--- src/rtl/retrig_oneshot_pkg.sv ---
// Package: types and constants shared by the one-shot pulse generator.
// Assumes: the three control inputs are packed in this order everywhere.
package retrig_oneshot_pkg;

    // Number of asynchronous control inputs that are conditioned.
    localparam int NUM_CTL = 3;

    // Filtered levels of the control inputs, packed MSB first.
    typedef struct packed {
        logic gate_lo_n;
        logic gate_hi;
        logic clear_n;
    } ctl_lvl_t;

    // Safe reset levels: both gates disabled, clear asserted.
    localparam logic [NUM_CTL-1:0] CTL_RST = 3'b100;

endpackage

--- src/rtl/os_input_cond.sv ---
// Module: os_input_cond
// Conditions one asynchronous control input. A chain of SYNC_STAGES flops
// synchronizes it. A persistence filter then accepts a new level only after
// it has held for FILT_LEN consecutive cycles.
// Assumes: SYNC_STAGES >= 2 and FILT_LEN >= 1. While track is high, the
// filter follows the synchronized value directly (used during warm-up).
module os_input_cond #(
    parameter int   SYNC_STAGES = 2,
    parameter int   FILT_LEN    = 3,
    parameter logic RST_VAL     = 1'b0
) (
    input  logic clk,
    input  logic rst_n,
    input  logic track,
    input  logic raw,
    output logic level
);

    localparam int CW = (FILT_LEN > 1) ? $clog2(FILT_LEN) : 1;
    localparam logic [CW-1:0] CNT_LAST = CW'(FILT_LEN - 1);

    logic [SYNC_STAGES-1:0] stg;
    logic                   synced;
    logic                   flt;
    logic [CW-1:0]          run_cnt;

    assign synced = stg[SYNC_STAGES-1];
    assign level  = flt;

    // Shift the raw input through the synchronizer chain.
    always_ff @(posedge clk) begin
        if (!rst_n) begin
            stg <= {SYNC_STAGES{RST_VAL}};
        end else begin
            stg[0] <= raw;
            for (int i = 1; i < SYNC_STAGES; i++) begin
                stg[i] <= stg[i-1];
            end
        end
    end

    // Accept a new level once it has persisted for FILT_LEN cycles.
    always_ff @(posedge clk) begin
        if (!rst_n) begin
            flt     <= RST_VAL;
            run_cnt <= '0;
        end else if (track) begin
            flt     <= synced;
            run_cnt <= '0;
        end else if (synced == flt) begin
            run_cnt <= '0;
        end else if (run_cnt == CNT_LAST) begin
            flt     <= synced;
            run_cnt <= '0;
        end else begin
            run_cnt <= run_cnt + 1'b1;
        end
    end

endmodule

--- src/rtl/os_trig_detect.sv ---
// Module: os_trig_detect
// Compares the filtered control levels with their previous sample and
// recognises the three trigger conditions. Clear has priority over any
// trigger, and nothing fires until the block is armed.
// Assumes: lvl comes from filtered, glitch-free registers.
module os_trig_detect
    import retrig_oneshot_pkg::*;
(
    input  logic     clk,
    input  logic     rst_n,
    input  logic     armed,
    input  ctl_lvl_t lvl,
    output logic     fire,
    output logic     clear_act
);

    ctl_lvl_t prev;
    logic     hi_rise;
    logic     lo_fall;
    logic     clr_rel;
    logic     gates_on;

    // Keep the previous filtered levels for edge detection.
    always_ff @(posedge clk) begin
        if (!rst_n) begin
            prev <= ctl_lvl_t'(CTL_RST);
        end else begin
            prev <= lvl;
        end
    end

    // Decode the trigger conditions and the clear priority.
    always_comb begin
        gates_on  = !lvl.gate_lo_n && lvl.gate_hi;
        hi_rise   = lvl.gate_hi && !prev.gate_hi && !lvl.gate_lo_n;
        lo_fall   = !lvl.gate_lo_n && prev.gate_lo_n && lvl.gate_hi;
        clr_rel   = lvl.clear_n && !prev.clear_n && gates_on;
        clear_act = !lvl.clear_n;
        fire      = armed && !clear_act && (hi_rise || lo_fall || clr_rel);
    end

endmodule

--- src/rtl/os_pulse_timer.sv ---
// Module: os_pulse_timer
// Down-counter that times the pulse. A load with a non-zero duration
// (re)starts the full count, clear forces zero, and otherwise the count
// falls by one each cycle until it reaches zero.
// Assumes: load and clear are never both high (clear wins if they are).
module os_pulse_timer #(
    parameter int DUR_W = 8
) (
    input  logic             clk,
    input  logic             rst_n,
    input  logic             load,
    input  logic             clear,
    input  logic [DUR_W-1:0] dur,
    output logic [DUR_W-1:0] count,
    output logic             active
);

    // Count down the remaining pulse length.
    always_ff @(posedge clk) begin
        if (!rst_n) begin
            count <= '0;
        end else if (clear) begin
            count <= '0;
        end else if (load && (dur != '0)) begin
            count <= dur;
        end else if (count != '0) begin
            count <= count - 1'b1;
        end
    end

    // The pulse is active while any count remains.
    assign active = (count != '0);

endmodule

--- src/rtl/retrig_oneshot.sv ---
// Module: retrig_oneshot
// One channel of a retriggerable gated one-shot. It conditions the three
// asynchronous controls, detects the trigger conditions, and drives
// complementary outputs from a down-counter. A warm-up window after reset
// lets the filters settle to the pin levels before any edge is accepted.
// Assumes: duration_i is a synchronous input in the clk domain.
module retrig_oneshot
    import retrig_oneshot_pkg::*;
#(
    parameter int DUR_W       = 8,
    parameter int SYNC_STAGES = 2,
    parameter int FILT_LEN    = 3
) (
    input  logic             clk,
    input  logic             rst_n,
    input  logic             gate_lo_n_i,
    input  logic             gate_hi_i,
    input  logic             clear_n_i,
    input  logic [DUR_W-1:0] duration_i,
    output logic             pulse_o,
    output logic             pulse_n_o
);

    localparam int WARM = SYNC_STAGES + 2;
    localparam int WW   = $clog2(WARM + 1);
    localparam logic [WW-1:0] WARM_END = WW'(WARM);

    logic [NUM_CTL-1:0] raw_vec;
    logic [NUM_CTL-1:0] lvl_vec;
    ctl_lvl_t           lvl;
    logic [WW-1:0]      wcnt;
    logic               armed;
    logic               fire;
    logic               clear_act;
    logic [DUR_W-1:0]   count;
    logic               active;

    assign raw_vec = {gate_lo_n_i, gate_hi_i, clear_n_i};
    assign lvl     = ctl_lvl_t'(lvl_vec);
    assign armed   = (wcnt == WARM_END);

    // Count the warm-up cycles after reset, then hold.
    always_ff @(posedge clk) begin
        if (!rst_n) begin
            wcnt <= '0;
        end else if (!armed) begin
            wcnt <= wcnt + 1'b1;
        end
    end

    // One conditioner per control input.
    for (genvar gi = 0; gi < NUM_CTL; gi++) begin : g_cond
        os_input_cond #(
            .SYNC_STAGES (SYNC_STAGES),
            .FILT_LEN    (FILT_LEN),
            .RST_VAL     (CTL_RST[gi])
        ) u_cond (
            .clk   (clk),
            .rst_n (rst_n),
            .track (!armed),
            .raw   (raw_vec[gi]),
            .level (lvl_vec[gi])
        );
    end

    os_trig_detect u_detect (
        .clk       (clk),
        .rst_n     (rst_n),
        .armed     (armed),
        .lvl       (lvl),
        .fire      (fire),
        .clear_act (clear_act)
    );

    os_pulse_timer #(
        .DUR_W (DUR_W)
    ) u_timer (
        .clk    (clk),
        .rst_n  (rst_n),
        .load   (fire),
        .clear  (clear_act),
        .dur    (duration_i),
        .count  (count),
        .active (active)
    );

    assign pulse_o   = active;
    assign pulse_n_o = !active;

endmodule

--- config.mk ---
export PLATFORM = sky130hd
export DESIGN_NAME = retrig_oneshot
export DESIGN_NICKNAME = d
export VERILOG_FILES = /design/src/rtl/retrig_oneshot_pkg.sv /design/src/rtl/os_input_cond.sv /design/src/rtl/os_trig_detect.sv /design/src/rtl/os_pulse_timer.sv /design/src/rtl/retrig_oneshot.sv
export SDC_FILE = /design/constraint.sdc
export NUM_CORES = 1
export LEC_CHECK = 0
export ABC_AREA = 1
export BUFFER_PORTS_ARGS = -buffer_cell sky130_fd_sc_hd__buf_2
export CORE_MARGIN = 4
export CORE_UTILIZATION = 64
export CTS_BUF_LIST = sky130_fd_sc_hd__clkbuf_2
export DETAILED_ROUTE_END_ITERATION = 8
export PLACE_DENSITY = 0.86
export SYNTH_ARGS = -nofsm -noshare
export SYNTH_HDL_FRONTEND = slang
export SYNTH_SLANG_ARGS = --single-unit
--- constraint.sdc ---
create_clock -name clk -period 4.09 [get_ports clk]
set_input_delay 0.409 -clock clk [delete_from_list [all_inputs] [get_ports clk]]
set_output_delay 0.409 -clock clk [all_outputs]
set_load 0.01 [all_outputs]
After elaboration in Yosys (flattened, before gate mapping):

Index checks and enable logic that the tools add are counted.

* bits in registers: 29
* bits of input ports: 13
* output and inout bits: 2
* logic and storage cells: 71

* $add $sub $neg: 5
* equal/unequal tests: 13
* muxes and demuxes: 11
* bitwise gates (word level): 2
* reduce and logical (&&, ||, !) cells: 26

Operator list (count)
* $mux W8: 2
* $reduce_bool A8 Y1: 2
* $ne A2 B2 Y1 const B: 6
* $reduce_or A4 Y1: 3
* $logic_and A1 B1 Y1: 10
* $mux W1: 9
* $reduce_and A2 Y1: 4
* $sub A8 B1 Y8 const B: 1
* $add A2 B1 Y2 const B: 3
* $eq A2 B2 Y1 const B: 3
* $logic_not A1 Y1: 4
* $add A3 B1 Y3 const B: 1
* $eq A1 B1 Y1: 3
* $eq A3 B3 Y1 const B: 1
* $logic_or A1 B1 Y1: 2
* $not A1 Y1: 2
* $reduce_bool A2 Y1: 1

Depth between registers and ports, before layout:

* depth in word-level cells: 8
* depth in mapped cells: 11
* mapped depth without buffers: 11

Cells and area by module:

A second synthesis with hierarchy kept.

* cell total of the unflattened synthesis: 215
* area total of the unflattened synthesis: 1471.4 µm²

By module, submodules not included
* os_pulse_timer: instances 1, cells an instance 92, area each 595.6 µm², sequential area each 160.2 µm²
* os_input_cond (g_cond[0].u_cond ...): instances 2, cells an instance 28, area each 196.4 µm², sequential area each 100.1 µm²
* os_input_cond (g_cond[2].u_cond): instances 1, cells an instance 25, area each 196.4 µm², sequential area each 100.1 µm²
* retrig_oneshot: instances 1, cells an instance 23, area each 163.9 µm², sequential area each 60.1 µm²
* os_trig_detect: instances 1, cells an instance 19, area each 122.6 µm², sequential area each 60.1 µm²

Least setup slack after synthesis:

No wires, ideal clock.

* path kind: register to output
* from: register u_timer.count[0]
* to: output port pulse_o
* data arrival time: 932 ps
* required time: 3681 ps
* setup slack: 2749 ps
* cell stages (with the launch flop): 6
* buffers on the path: 0
* cells stage by stage: dfxtp_1 -> inv_1 -> ha_1 -> nand2_1 -> nor2_4 -> inv_1

* word-level cells in the longest chain between the ends: 1

Ends and longest elaborated chain
* start: declaration: line os_pulse_timer.sv:14 `output logic [DUR_W-1:0] count,`
* start signal: assignment: line os_pulse_timer.sv:25 `count <= dur;`
* start signal: assignment: line os_pulse_timer.sv:27 `count <= count - 1'b1;`
* $reduce_bool A8 Y1: line os_pulse_timer.sv:32 `assign active = (count != '0);`
* end: declaration: line retrig_oneshot.sv:20 `output logic pulse_o,`

No other way between the ends.

Worst setup path after layout:

Same ends and word-level chain as after synthesis.

==> results by group <==
Status
  – Run status: finished clean

Pwr
  – Worst supply voltage drop on vdd: about 300 uV
  – Leakage dissipation: approximately 0.00074 uW
  – Power, Total: about 550 uW
  – Power density relative to cell area: roughly 370 nW/um^2

Finish
  – Share of final-layout standard cells stronger than drive strength 1: 0.157
  – Filler Cell Count: roughly 170
  – Final layout net count: around 220
  – Final non-filler cell total: 225
  – Relative area change from synthesis to final layout: 10.1%
  – Footprint of the multi-input gates: between 600 and 700 sq um
  – Area of all sequential standard cells: about 580 sq um
  – Antenna diode count: 0

Floorplanning
  – Overall die area: roughly 2900 sq um
  – Count of pins on the block boundary: 15
  – Die Height: around 53 um
  – Placement Rows: 16
  – Chip Width: 53.4 um
  – Core area: 1960 sq um
  – Effective utilization at floorplan: 0.673

Synthesis
  – Most frequent cells after synthesis: 41 x sky130_fd_sc_hd__nand2_1, 30 x sky130_fd_sc_hd__nor2_1, 29 x sky130_fd_sc_hd__dfxtp_1
  – Synth Instances: ~180
  – Post-synthesis instance area: approximately 1300 sq um
  – Number of synthesis warnings: 0
  – Count of flip-flops with a built-in enable after synthesis: 0
  – Sequential element share of the synthesized area: 0.439
  – Dominant cell type by area after synthesis: sky130_fd_sc_hd__dfxtp_1
  – Count of unique library cells instantiated by Yosys: 21
  – Syn_nets: approximately 200
  – Leading cell type by number of instances after synthesis: sky130_fd_sc_hd__nand2_1
  – Async set or reset register ratio after synthesis: 0
  – Dominant register cell in the synthesized netlist: sky130_fd_sc_hd__dfxtp_1
  – Top cells by area, synth: sky130_fd_sc_hd__dfxtp_1 44%, sky130_fd_sc_hd__nand2_1 12%, sky130_fd_sc_hd__nor2_1 8.5%
  – Area share of the leading cell type in the synthesized netlist: 0.439
  – Seq cells post-synth: 29
  – Synthesized area divided by synthesized cell count: 7.42 sq um

Critical path
  – Endpoint of the worst-slack reg-to-reg timing path: u_timer.count[1]$_SDFFE_PN0P_
  – Worst path bufs/invs: 3
  – CP endpoint kind: primary output
  – Gate family responsible for the most delay along the worst path: flip-flops
  – Worst Setup Path Type: flip-flop to primary output
  – Required time of the critical path: approximately 3.7 ns
  – Arrival time of the worst setup path: about 1.5 ns
  – Critical R2R Launch: wcnt[0]$_SDFFE_PN0P_
  – Standard cell with the maximum stage delay on the critical path: sky130_fd_sc_hd__dfxtp_1
  – Cell type with the highest occurrence count on the critical path: sky130_fd_sc_hd__inv_1
  – Worst Reg2Reg Path Length in Cells: 11
  – Critical path cell sequence: inv_1 > ha_1 > nand2_1 > nor2_4 > inv_1 > buf_2
  – Largest stage delay on the critical path: ~0.33 ns
  – R2r setup slk: about 2.5 ns
  – Highest net fanout along the worst path: 6
  – CP startpoint kind: flip-flop

GRT
  – Wire length of the first global-routing pass: roughly 4300 um
  – Vias in the first global route: 1054
  – Overflow after GRT: 0
  – Initial antenna violation count: 0
  – Global router's overall resource usage: 0.213
  – Maximum number of pins on one net before global-route repair: 14

Timing
  – Final period demand of the worst path: 1.85 ns
  – Clock Skews: 0.00658 ns
  – Final period utilization: 0.454
  – Transition at the pin with the smallest max-transition slack: 0.332 ns
  – Remaining max-slew budget at the tightest pin: 0.778
  – Max-slew violations: 0
  – Highest attainable clock frequency: between 0.5 and 0.6 GHz
  – Setup repair after global routing missed its margin: no
  – Final-report hold violation count: 0
  – Total of endpoints with negative setup slack in the final report: 0
  – Final total negative setup slack: 0 ns
  – Setup slack after layout: between 2 and 2.5 ns

Detailed routing
  – Via total after detailed routing: about 1100
  – Post-DRT Antenna Nets: 0
  – Starting DRT DRC Count: 22
  – Via/cell ratio: approximately 5.0
  – Average routed wire per standard cell: around 11 um
  – Length of the first detailed-routing pass in iterations: 4
  – Drc violations: 0
  – Drt total wl: between 2000 and 2500 um

Clock network
  – Maximum root-to-sink buffer count: 2
  – Post-CTS resize count: 0
  – Root buffer cell: sky130_fd_sc_hd__clkbuf_2
  – Number of hold buffers added after CTS: 0
  – TritonCTS clock tree: built
  – Clock sink count: 29
  – Number of buffers created by CTS: 5
  – Worst-Skew Late Latency: 0.34 ns
  – Clock transition time at the flip-flop clock pins of the worst setup and hold paths: about 0.14 ns
  – CTS H-tree depth: 2
  – Post-CTS Setup Repair Bufs: 0

Placement
  – Post-placement cell count: between 200 and 250
  – Detailed-placement wirelength estimate: roughly 1900 um
  – Global placer's final weighted congestion: between 0.7 and 0.8
  – Count of buffers inserted at the top-level ports: 14
  – Worst-case setup slack after placement: 2.62 ns

Hold path
  – Worst Hold Launch: gate_lo_n_i
  – Worst Hold Endpoint: g_cond[2].u_cond.stg[0]$_SDFF_PN1_
  – Worst Hold Class: input pin to flip-flop
  – Worst Hold Path Cells: 2

Run
  – Max-capacitance violation count: 0
==> power breakdown <==
group / leakage, uW / switching, uW / internal [uW]
registers: 0.000236 / 21.1 / 307
clock network: 0.0000265 / 90.4 / 39.9
logic: 0.000474 / 53.4 / 33.6
==> layout make-up <==
cell class	count	share of cell area
inverters	28	0.0722
repair buffers	14	0.0482
multi-input cells	120	0.434
clock inverters	1	0.00258
flip-flops and latches	29	0.399
well taps	27	0.0232
clock buffers	6	0.0206
==> worst max path at each step <==
stage / cells past startpoint / startpoint / slack [ns] / end
final: 6 / u_timer.count[0]$_SDFFE_PN0P_ / 2.24 / pulse_o
after global routing: 6 / u_timer.count[0]$_SDFFE_PN0P_ / 2.10 / pulse_o
after CTS: 6 / u_timer.count[0]$_SDFFE_PN0P_ / 2.23 / pulse_o
after detailed placement: 6 / u_timer.count[0]$_SDFFE_PN0P_ / 2.62 / pulse_o
after global placement: 6 / u_timer.count[0]$_SDFFE_PN0P_ / 2.68 / pulse_o
after floorplan: 5 / u_timer.count[0]$_SDFFE_PN0P_ / 2.75 / pulse_o
==> placed cells by master (no fill, tap or decap) <==
| cell type | n |
|---|---|
| sky130_fd_sc_hd__dfxtp_1 | 29 |
| sky130_fd_sc_hd__buf_2 | 14 |
| sky130_fd_sc_hd__o21ai_0 | 4 |
| sky130_fd_sc_hd__xor2_1 | 3 |
| sky130_fd_sc_hd__clkbuf_2 | 6 |
| sky130_fd_sc_hd__ha_1 | 6 |
| sky130_fd_sc_hd__clkinv_1 | 1 |
| sky130_fd_sc_hd__nor2_4 | 5 |
| sky130_fd_sc_hd__nor3_1 | 3 |
| sky130_fd_sc_hd__nand3_1 | 5 |
| sky130_fd_sc_hd__inv_1 | 28 |
| sky130_fd_sc_hd__nand4_1 | 1 |
| sky130_fd_sc_hd__or2_2 | 2 |
| sky130_fd_sc_hd__nand3b_1 | 1 |
| sky130_fd_sc_hd__o211ai_1 | 2 |
| sky130_fd_sc_hd__nand2_1 | 41 |
| sky130_fd_sc_hd__nor2_1 | 30 |
| sky130_fd_sc_hd__xnor2_1 | 2 |
| sky130_fd_sc_hd__nand3_2 | 1 |
| sky130_fd_sc_hd__nand2_4 | 1 |
| sky130_fd_sc_hd__nor2_2 | 1 |
| sky130_fd_sc_hd__nand2_2 | 1 |
| sky130_fd_sc_hd__a21oi_1 | 11 |
==> metal layers <==
layer,part of all wire,track usage,vias to the layer above
met5,0,0,-
met4,0.016,0.0766,0
met3,0.044,0.0845,8
met2,0.49,0.355,20
met1,0.44,0.241,503
li1,-,-,586
==> flip-flops by register name, indices dropped and copies added, names as in the netlist <==
name                   cells
wcnt                       3
g_cond.u_cond.level        3
g_cond.u_cond.stg          6
g_cond.u_cond.run_cnt      6
u_detect.prev              3
u_timer.count              8
==> stage by stage <==
stage	area (sq um)	hold WS [ns]	util
3_3_place_gp	1420	0.393	0.724
2_1_floorplan	1320	0.390	-
3_5_place_dp	1420	0.402	0.724
4_1_cts	1460	0.242	0.742
6_report	1460	0.243	0.742
5_1_grt	1460	0.208	0.742
==> logic make-up after synthesis <==
kind of cell / after synthesis / share of synthesized area
AOI/OAI and AO/OA: 17 / 0.0682
xor gates and xnor gates: 5 / 0.0331
adders and majority gates: 6 / 0.0568
buffers and inverters: 29 / 0.0824
DFF: 29 / 0.439
and+or+nand+nor: 92 / 0.320
==> worst reg2reg max path, cell delays in order (launching register included) <==
cell and delay (ns):
sky130_fd_sc_hd__dfxtp_1 0.37, sky130_fd_sc_hd__inv_1 0.07, sky130_fd_sc_hd__ha_1 0.18, sky130_fd_sc_hd__nand2_4 0.11, sky130_fd_sc_hd__nor2_4 0.12, sky130_fd_sc_hd__inv_1 0.08, sky130_fd_sc_hd__nor2_4 0.14, sky130_fd_sc_hd__nand2_2 0.08
sky130_fd_sc_hd__nand2_1 0.07, sky130_fd_sc_hd__nand2_1 0.06, sky130_fd_sc_hd__nor2_1 0.12, sky130_fd_sc_hd__nor2_1 0.06
Note: power is estimated with default switching activity, not from simulation.
